<file path="src/rtl/stop_pwr_ctl.sv">
`timescale 1ns/1ps
module stop_pwr_ctl #(
  parameter int CNT_W = 8
) (
  input  logic             clk,
  input  logic             rst_n,
  input  logic             stop_wr,
  input  logic             stop_wdata,
  input  logic             hiz_sel,
  input  logic [CNT_W-1:0] stab_cycles,
  input  logic             main_osc_en,
  input  logic             sub_osc_en,
  input  logic             pll_en,
  input  logic             main_reg_on,
  input  logic             rtc_en,
  input  logic             rtc_src_sub,
  input  logic             ext_wake,
  input  logic             rtc_irq,
  input  logic             init_req,
  output logic [1:0]       pwr_state,
  output logic             stop_bit,
  output logic             core_clk_en,
  output logic             pin_hiz,
  output logic             pin_hold,
  output logic             main_osc_run,
  output logic             sub_osc_run,
  output logic             pll_run,
  output logic             rtc_clk_en,
  output logic             init_rst,
  output logic             op_rst
);
  localparam logic [1:0] S_RUN  = 2'd0;
  localparam logic [1:0] S_STOP = 2'd1;
  localparam logic [1:0] S_WAIT = 2'd2;
  localparam logic [1:0] S_RSTW = 2'd3;
  localparam logic [CNT_W-1:0] ONE = 1;

  logic [1:0]       st_q, st_d;
  logic [CNT_W-1:0] cnt_q, cnt_d;
  logic             mode_q, op_q;
  logic             wake, stop_req, cnt_zero, halted;

  assign rtc_clk_en = rtc_en & (rtc_src_sub ? sub_osc_en : main_osc_en);
  assign wake       = ext_wake | (rtc_irq & rtc_clk_en);
  assign stop_req   = stop_wr & stop_wdata;
  assign cnt_zero   = (cnt_q == '0);
  assign halted     = (st_q == S_STOP) | (st_q == S_WAIT);

  always_comb begin
    st_d  = st_q;
    cnt_d = cnt_q;
    if (init_req) begin
      st_d  = S_RSTW;
      cnt_d = stab_cycles;
    end else begin
      case (st_q)
        S_RUN: if (stop_req) begin
          st_d  = wake ? S_WAIT : S_STOP;
          cnt_d = stab_cycles;
        end
        S_STOP: if (wake) begin
          st_d  = S_WAIT;
          cnt_d = stab_cycles;
        end
        default: if (cnt_zero) st_d = S_RUN;
                 else          cnt_d = cnt_q - ONE;
      endcase
    end
  end

  always_ff @(posedge clk or negedge rst_n) begin
    if (!rst_n) begin
      st_q   <= S_RUN;
      cnt_q  <= '0;
      mode_q <= 1'b0;
      op_q   <= 1'b0;
    end else begin
      st_q  <= st_d;
      cnt_q <= cnt_d;
      op_q  <= (st_q == S_RSTW) & ~init_req & cnt_zero;
      if ((st_q == S_RUN) && stop_req && !init_req) mode_q <= hiz_sel;
    end
  end

  assign pwr_state    = st_q;
  assign stop_bit     = halted;
  assign core_clk_en  = (st_q == S_RUN);
  assign pin_hiz      = halted & mode_q;
  assign pin_hold     = halted & ~mode_q;
  assign main_osc_run = main_osc_en;
  assign sub_osc_run  = sub_osc_en;
  assign pll_run      = pll_en & main_osc_en & (core_clk_en | main_reg_on);
  assign init_rst     = (st_q == S_RSTW);
  assign op_rst       = op_q;

  AST_STOP_ENTRY: assert property (@(posedge clk) disable iff (!rst_n)
    (pwr_state == S_RUN && stop_req && !wake && !init_req) |=> (!core_clk_en && stop_bit && pwr_state == S_STOP));
  AST_PIN_EXCL: assert property (@(posedge clk) disable iff (!rst_n)
    !(pin_hiz && pin_hold));
  AST_PIN_STABLE: assert property (@(posedge clk) disable iff (!rst_n)
    (stop_bit && $past(stop_bit)) |-> $stable(pin_hiz));
  AST_PLL_NEEDS_OSC: assert property (@(posedge clk) disable iff (!rst_n)
    !main_osc_en |-> !pll_run);
  AST_WAKE_TO_WAIT: assert property (@(posedge clk) disable iff (!rst_n)
    (pwr_state == S_STOP && wake && !init_req) |=> (pwr_state == S_WAIT));
  AST_SAME_CYCLE_WAKE: assert property (@(posedge clk) disable iff (!rst_n)
    (pwr_state == S_RUN && stop_req && wake && !init_req) |=> (pwr_state == S_WAIT));
  AST_OPRST_PULSE: assert property (@(posedge clk) disable iff (!rst_n)
    op_rst |=> !op_rst);
  AST_RESET_PRIO: assert property (@(posedge clk) disable iff (!rst_n)
    init_req |=> (init_rst && !core_clk_en));
endmodule

</file>
<file path="config.mk">
export PLATFORM = sky130hd
export DESIGN_NAME = stop_pwr_ctl
export DESIGN_NICKNAME = d
export VERILOG_FILES = /design/src/rtl/stop_pwr_ctl.sv
export SDC_FILE = /design/constraint.sdc
export NUM_CORES = 1
export LEC_CHECK = 0
export BUFFER_PORTS_ARGS = -buffer_cell sky130_fd_sc_hd__buf_2
export CAP_MARGIN = 20
export CELL_PAD_IN_SITES_DETAIL_PLACEMENT = 0
export CELL_PAD_IN_SITES_GLOBAL_PLACEMENT = 1
export CORE_MARGIN = 2
export CORE_UTILIZATION = 35
export DETAILED_ROUTE_END_ITERATION = 7
export GPL_TIMING_DRIVEN = 0
export HOLD_SLACK_MARGIN = 0.03
export PLACE_DENSITY_LB_ADDON = 0.1
export SLEW_MARGIN = 20
export SYNTH_ARGS = -nofsm -noshare
export SYNTH_HDL_FRONTEND = slang
export SYNTH_SLANG_ARGS = --single-unit
</file>
<file path="constraint.sdc">
create_clock -name clk -period 4.86 [get_ports clk]
set_input_delay 0.972 -clock clk [delete_from_list [all_inputs] [get_ports clk]]
set_output_delay 0.972 -clock clk [all_outputs]
set_load 0.1 [all_outputs]
</file>
==> impl_metrics.py, run 1 <==
metrics = {
    "run_status": {
        "outcome": "completed",
    },
    "flow_run": {
        "cap_violations": 0,
    },
    "critical_path": {
        "cp.buffers_inverters": 2,
        "crit_required_ns": 3.89,
        "cp-start-kind": "primary input",
        "cp_top_family": "buffers and inverters",
        "crit_path_max_fanout": 4,
        "critPathCaptureType": "output port",
        "crit_type": "in2out",
        "slowest_stage": "buf_2",
        "slowest_delay_ns": 0.43,
        "crit_arrival_ns": 1.77,
        "rrSetupSlack_ns": 2.68,
        "path_cells": "buf_2, mux2i_1, nor2b_1, buf_2",
        "crit_path_frequent_cell": "buf_2",
    },
    "yosys": {
        "synthesis.nets": 120,
        "synthCells": 93,
        "synthXorXnorAreaFrac": 0,
        "synth.distinct_cells": 44,
        "yosysSeqAreaShare": 0.338,
        "syn_area_um2": 888,
        "yosysMostFrequentCell": "dfrtp_1",
        "yosys.area_share.simple": 0.176,
        "synth_edf_count": 0,
        "synth_mux_area_frac": 0.0366,
        "synth_top_cells_by_count": "dfrtp_1 (12), inv_1 (8), ha_1 (5)",
        "synth_seq_cells": 12,
        "synth_adder_area_share": 0.0704,
        "synth-compound-area-share": 0.314,
        "synthFlopType": "dfrtp_1",
        "syn_area_per_cell_um2": 9.55,
        "synthArstFlopShare": 1.00,
        "ys_warn_count": 0,
        "synth_area_leader_cell": "dfrtp_1",
        "synth_top_area_share": 0.338,
        "synth_area_leaders": "dfrtp_1 (34%), ha_1 (7.0%), inv_1 (3.4%), a22oi_1 (2.5%), nor4_4 (2.4%)",
        "synth_top_family_by_area": "compound AO/OA/AOI/OAI gates",
    },
    "sta": {
        "fmaxAchievable_ghz": 0.365,
        "post-route-period-util": 0.564,
        "slew_violations": 0,
        "setup_viol": 0,
        "finClkSkew_ns": 0.00628,
        "maxSlewHeadroom": 0.463,
        "fin_ws_ns": 2.12,
        "hold_viol_final": 0,
        "fin_setup_tns_ns": 0,
        "rsz0062_at_grt": "no",
        "worst_slew_pin_slew_ns": 0.797,
        "min_period_ns": 2.74,
    },
    "clocking": {
        "postCtsHoldBufs": 0,
        "clk_pin_slew_worst_paths_ns": 0.07,
        "cts_sinks": 12,
        "cts_max_level": 1,
        "clockRootBuffer": "clkbuf_4",
        "cts_tree": "built",
        "clock_path_buffers": 2,
        "cts_resized": 0,
        "insertion_delay_ns": 0.28,
        "cts_setup_buffers": 0,
        "numCtsBuffers": 3,
    },
    "drt": {
        "routed_wl_um": 2270,
        "wl_per_cell_um": 14.3,
        "drt_iter0_markers": 11,
        "viasPerCell": 5.42,
        "vias": 856,
        "drc": 0,
        "drtPass1Iterations": 4,
        "final_antenna_net_count": 0,
    },
    "layout": {
        "fin_util": 0.456,
        "area_growth_pct": 24.8,
        "drive_gt1_frac": 0.344,
        "fin_nets": 157,
        "diodes": 0,
        "final_area_um2": 1110,
    },
    "global_routing": {
        "grt_start_max_net_pins": 13,
        "grt.met1_usage": 0.233,
        "grt_overflow": 0,
        "grt_most_used_layer": "met2",
        "grt_use_met3": 0.0492,
        "grt_pass1_wl_um": 3650,
        "grt_pass1_vias": 781,
        "antenna_found_initial": 0,
        "grt_usage": 0.176,
        "use_met2": 0.273,
    },
    "min_path": {
        "hold_path.class": "reg2reg",
    },
    "placement": {
        "io_buffers": 32,
        "dp_worst_setup_slack_ns": 2.12,
        "post-dp-hpwl_um": 1730,
        "place_area_um2": 1090,
        "gp_congestion": 0.788,
    },
    "floorplan": {
        "die_w_um": 54.4,
        "num_io_pins": 34,
        "die_height_um": 54.4,
        "start_util": 0.365,
        "die_area_um2": 2960,
        "core-area_um2": 2430,
        "rows": 18,
    },
}
routing by layer:
layer | up-vias | share of wire
li1 | 431 | -
met1 | 392 | 0.47
met2 | 28 | 0.45
met3 | 5 | 0.068
met4 | 0 | 0.015
met5 | - | 0
cell families (layout without fill, tap and decap cells):
| logic type | count (synthesis) | after routing |
|---|---|---|
| mux | 3 | 3 |
| simple gates | 24 | 24 |
| flops | 12 | 12 |
| buf+inv | 13 | 48 |
| compound gates | 36 | 36 |
| fa+ha+maj | 5 | 5 |
path summary, 6_finish.rpt:
check | endpoint | from | cells past startpoint
max | rtc_clk_en | rtc_src_sub | 4
min | mode_q | mode_q | 1
max reg2reg | pwr_state[0] | cnt_q[0] | 6
min reg2reg | mode_q | mode_q | 1
max in group asynchronous | cnt_q[1] | rst_n | 1
min in group asynchronous | op_rst | rst_n | 1
sequential cells by signal (all words and copies together) (netlist names):
register / cells
cnt_q: 8
pwr_state: 2
mode_q: 1
op_rst: 1
through the flow:
stage	hold slack, ns	cells
CTS	0.535	158
finish	0.531	158
floorplan	0.484	93
global route	0.551	158
detailed placement	0.518	155
global placement	0.511	155
area by class of cell:
| class | count | area [um^2] |
|---|---|---|
| clock buffer | 3 | 22.5 |
| fill | 255 | 1320 |
| timing repair buffer | 32 | 160 |
| sequential | 12 | 300 |
| multi-input combinational | 68 | 531 |
| buffer | 5 | 27.5 |
| inverter | 8 | 30.0 |
| tap | 30 | 37.5 |
layout by cell type (no fill, tap or decap), types with 2 or more instances in the layout:
cell and n:
buf_2 33, dfrtp_1 12, inv_1 8, ha_1 5
o21ai_0 4, nor3_1 4, nor2_1 4, nand2_1 3
a21oi_1 3, o22ai_1 3, a22oi_1 3, clkbuf_4 3
nor3b_1 2, nor2b_1 2, or3_1 2, clkbuf_1 2
and3_1 2, o22a_1 2, o21bai_1 2, a211o_1 2
a31oi_1 2, buf_4 2
Power of run 1 is left out: the tool's default activity adds up to more than one toggle a clock period on the data nets, which glitch-free logic cannot reach.
==> run 2, diff against run 1 <==
==> constraint.sdc (replaced) <==
create_clock -name clk -period 2.79 [get_ports clk]
set_input_delay 0.558 -clock clk [delete_from_list [all_inputs] [get_ports clk]]
set_output_delay 0.558 -clock clk [all_outputs]
set_load 0.1 [all_outputs]
==> run 2 against run 1 <==
  * First-iteration DRC count increased by 36%
  * Clock-buffer cell count increased by 1
  * Via count decreased by 0.58%
  * Register-to-register slack got worse by 2.1 ns
  * Utilization increased by 1.1 points
  * Global-route usage decreased by 1.0 points
  * Flip-flop and latch count unchanged
  * Die area unchanged
  * Critical endpoint is now pll_run
==> impl_metrics.py, run 2 (synthesis gave the netlist of run 1 again) <==
metrics = {
    "run_status": {
        "outcome": "completed",
    },
    "global_routing": {
        "grt_pass1_wl_um": 3490,
        "grt_overflow": 0,
        "grt_pass1_vias": 797,
        "antenna_found_initial": 0,
        "grt_usage": 0.166,
        "grt_start_max_net_pins": 13,
    },
    "critical_path": {
        "critPathCaptureType": "output port",
        "slowest_stage": "dfrtp_2",
        "cp_top_family": "buffers and inverters",
        "cp.buffers_inverters": 2,
        "crit_arrival_ns": 1.62,
        "crit_required_ns": 2.23,
        "crit_path_max_fanout": 7,
        "rr_worst_depth": 6,
        "crit_type": "reg2out",
        "r2r_end": "pwr_state[0]",
        "cp-start-kind": "flip-flop",
        "reg2reg_from": "cnt_q[0]",
        "cp-startpoint": "pwr_state[1]",
        "slowest_delay_ns": 0.41,
        "path_cells": "inv_1, ha_2, o211a_1, buf_2",
        "rrSetupSlack_ns": 0.62,
    },
    "clocking": {
        "numCtsBuffers": 3,
        "clock_path_buffers": 2,
        "cts_max_level": 1,
        "cts_resized": 0,
        "clockRootBuffer": "clkbuf_4",
        "cts_tree": "built",
        "postCtsHoldBufs": 0,
        "cts_setup_buffers": 0,
        "clk_pin_slew_worst_paths_ns": 0.08,
        "insertion_delay_ns": 0.28,
        "cts_sinks": 12,
    },
    "sta": {
        "min_period_ns": 2.17,
        "fin_ws_ns": 0.616,
        "post-route-period-util": 0.779,
        "hold_viol_final": 0,
        "setup_viol": 0,
        "rsz0062_at_grt": "no",
        "finClkSkew_ns": 0.00211,
        "worst_slew_pin_slew_ns": 0.785,
        "fin_setup_tns_ns": 0,
        "maxSlewHeadroom": 0.471,
        "slew_violations": 0,
        "fmaxAchievable_ghz": 0.460,
    },
    "placement": {
        "io_buffers": 32,
        "place_area_um2": 1100,
        "post-dp-hpwl_um": 1670,
        "dp_worst_setup_slack_ns": 0.655,
        "gp_congestion": 0.781,
    },
    "layout": {
        "drive_gt1_frac": 0.388,
        "diodes": 0,
        "layout_commonest_cell": "buf_2",
        "fillers": 250,
        "largest_reg_flops": 8,
        "largest_register": "cnt_q",
        "fin_nets": 157,
        "final_cell_mix": "buf_2 (33), dfrtp_1 (10), inv_1 (8)",
        "regArea_um2": 303,
        "area_growth_pct": 27.9,
        "final_area_um2": 1140,
        "multi_input_area_um2": 542,
    },
    "drt": {
        "routed_wl_um": 2110,
        "wl_per_cell_um": 13.3,
        "vias": 851,
        "drc": 0,
        "drtPass1Iterations": 4,
        "viasPerCell": 5.35,
        "drt_iter0_markers": 15,
        "final_antenna_net_count": 0,
    },
    "flow_run": {
        "cap_violations": 0,
    },
    "floorplan": {
        "num_io_pins": 34,
        "rows": 18,
        "die_area_um2": 2960,
        "start_util": 0.365,
        "die_height_um": 54.4,
        "core-area_um2": 2430,
        "die_w_um": 54.4,
    },
    "min_path": {
        "hold_path.class": "in2async",
    },
}
==> run 2: worst max path at each step <==
stage	cells after the start	endpoint	slack (ns)
finish	4	pll_run	0.62
global route	6	pwr_state[0]	0.47
CTS	4	pll_run	0.59
detailed placement	6	pwr_state[0]	0.65
global placement	6	pwr_state[0]	0.68
floorplan	3	pin_hold	0.1
==> run 2: routing by layer <==
layer / part of all wire / vias up / global-route usage
met5: 0 / - / 0
met4: 0.020 / 0 / 0.0708
met3: 0.076 / 7 / 0.0601
met2: 0.45 / 28 / 0.261
met1: 0.45 / 386 / 0.202
li1: - / 430 / -
==> run 2: worst reg2reg max path, stage by stage (launching register included) <==
cell,delay [ns]
dfrtp_1,0.38
inv_1,0.13
ha_1,0.21
nor3b_1,0.49
a21oi_1,0.24
nor3_1,0.26
mux2_1,0.35
==> run 2: per-stage QoR <==
| step | hold slack (ns) | cells | util |
|---|---|---|---|
| after floorplan | 0.262 | 93 | - |
| after global placement | 0.461 | 155 | 0.452 |
| after detailed placement | 0.462 | 155 | 0.452 |
| after CTS | 0.149 | 159 | 0.467 |
| after global routing | 0.142 | 159 | 0.467 |
| final | 0.147 | 159 | 0.467 |
==> run 2: layout make-up <==
class / count / share of cell area
tap: 30 / 0.0330
sequential: 12 / 0.267
multi-input combinational: 68 / 0.477
timing repair buffer: 32 / 0.141
clock buffer: 4 / 0.0319
inverter: 8 / 0.0264
buffer: 5 / 0.0242
Power of run 2 is left out for the same reason.
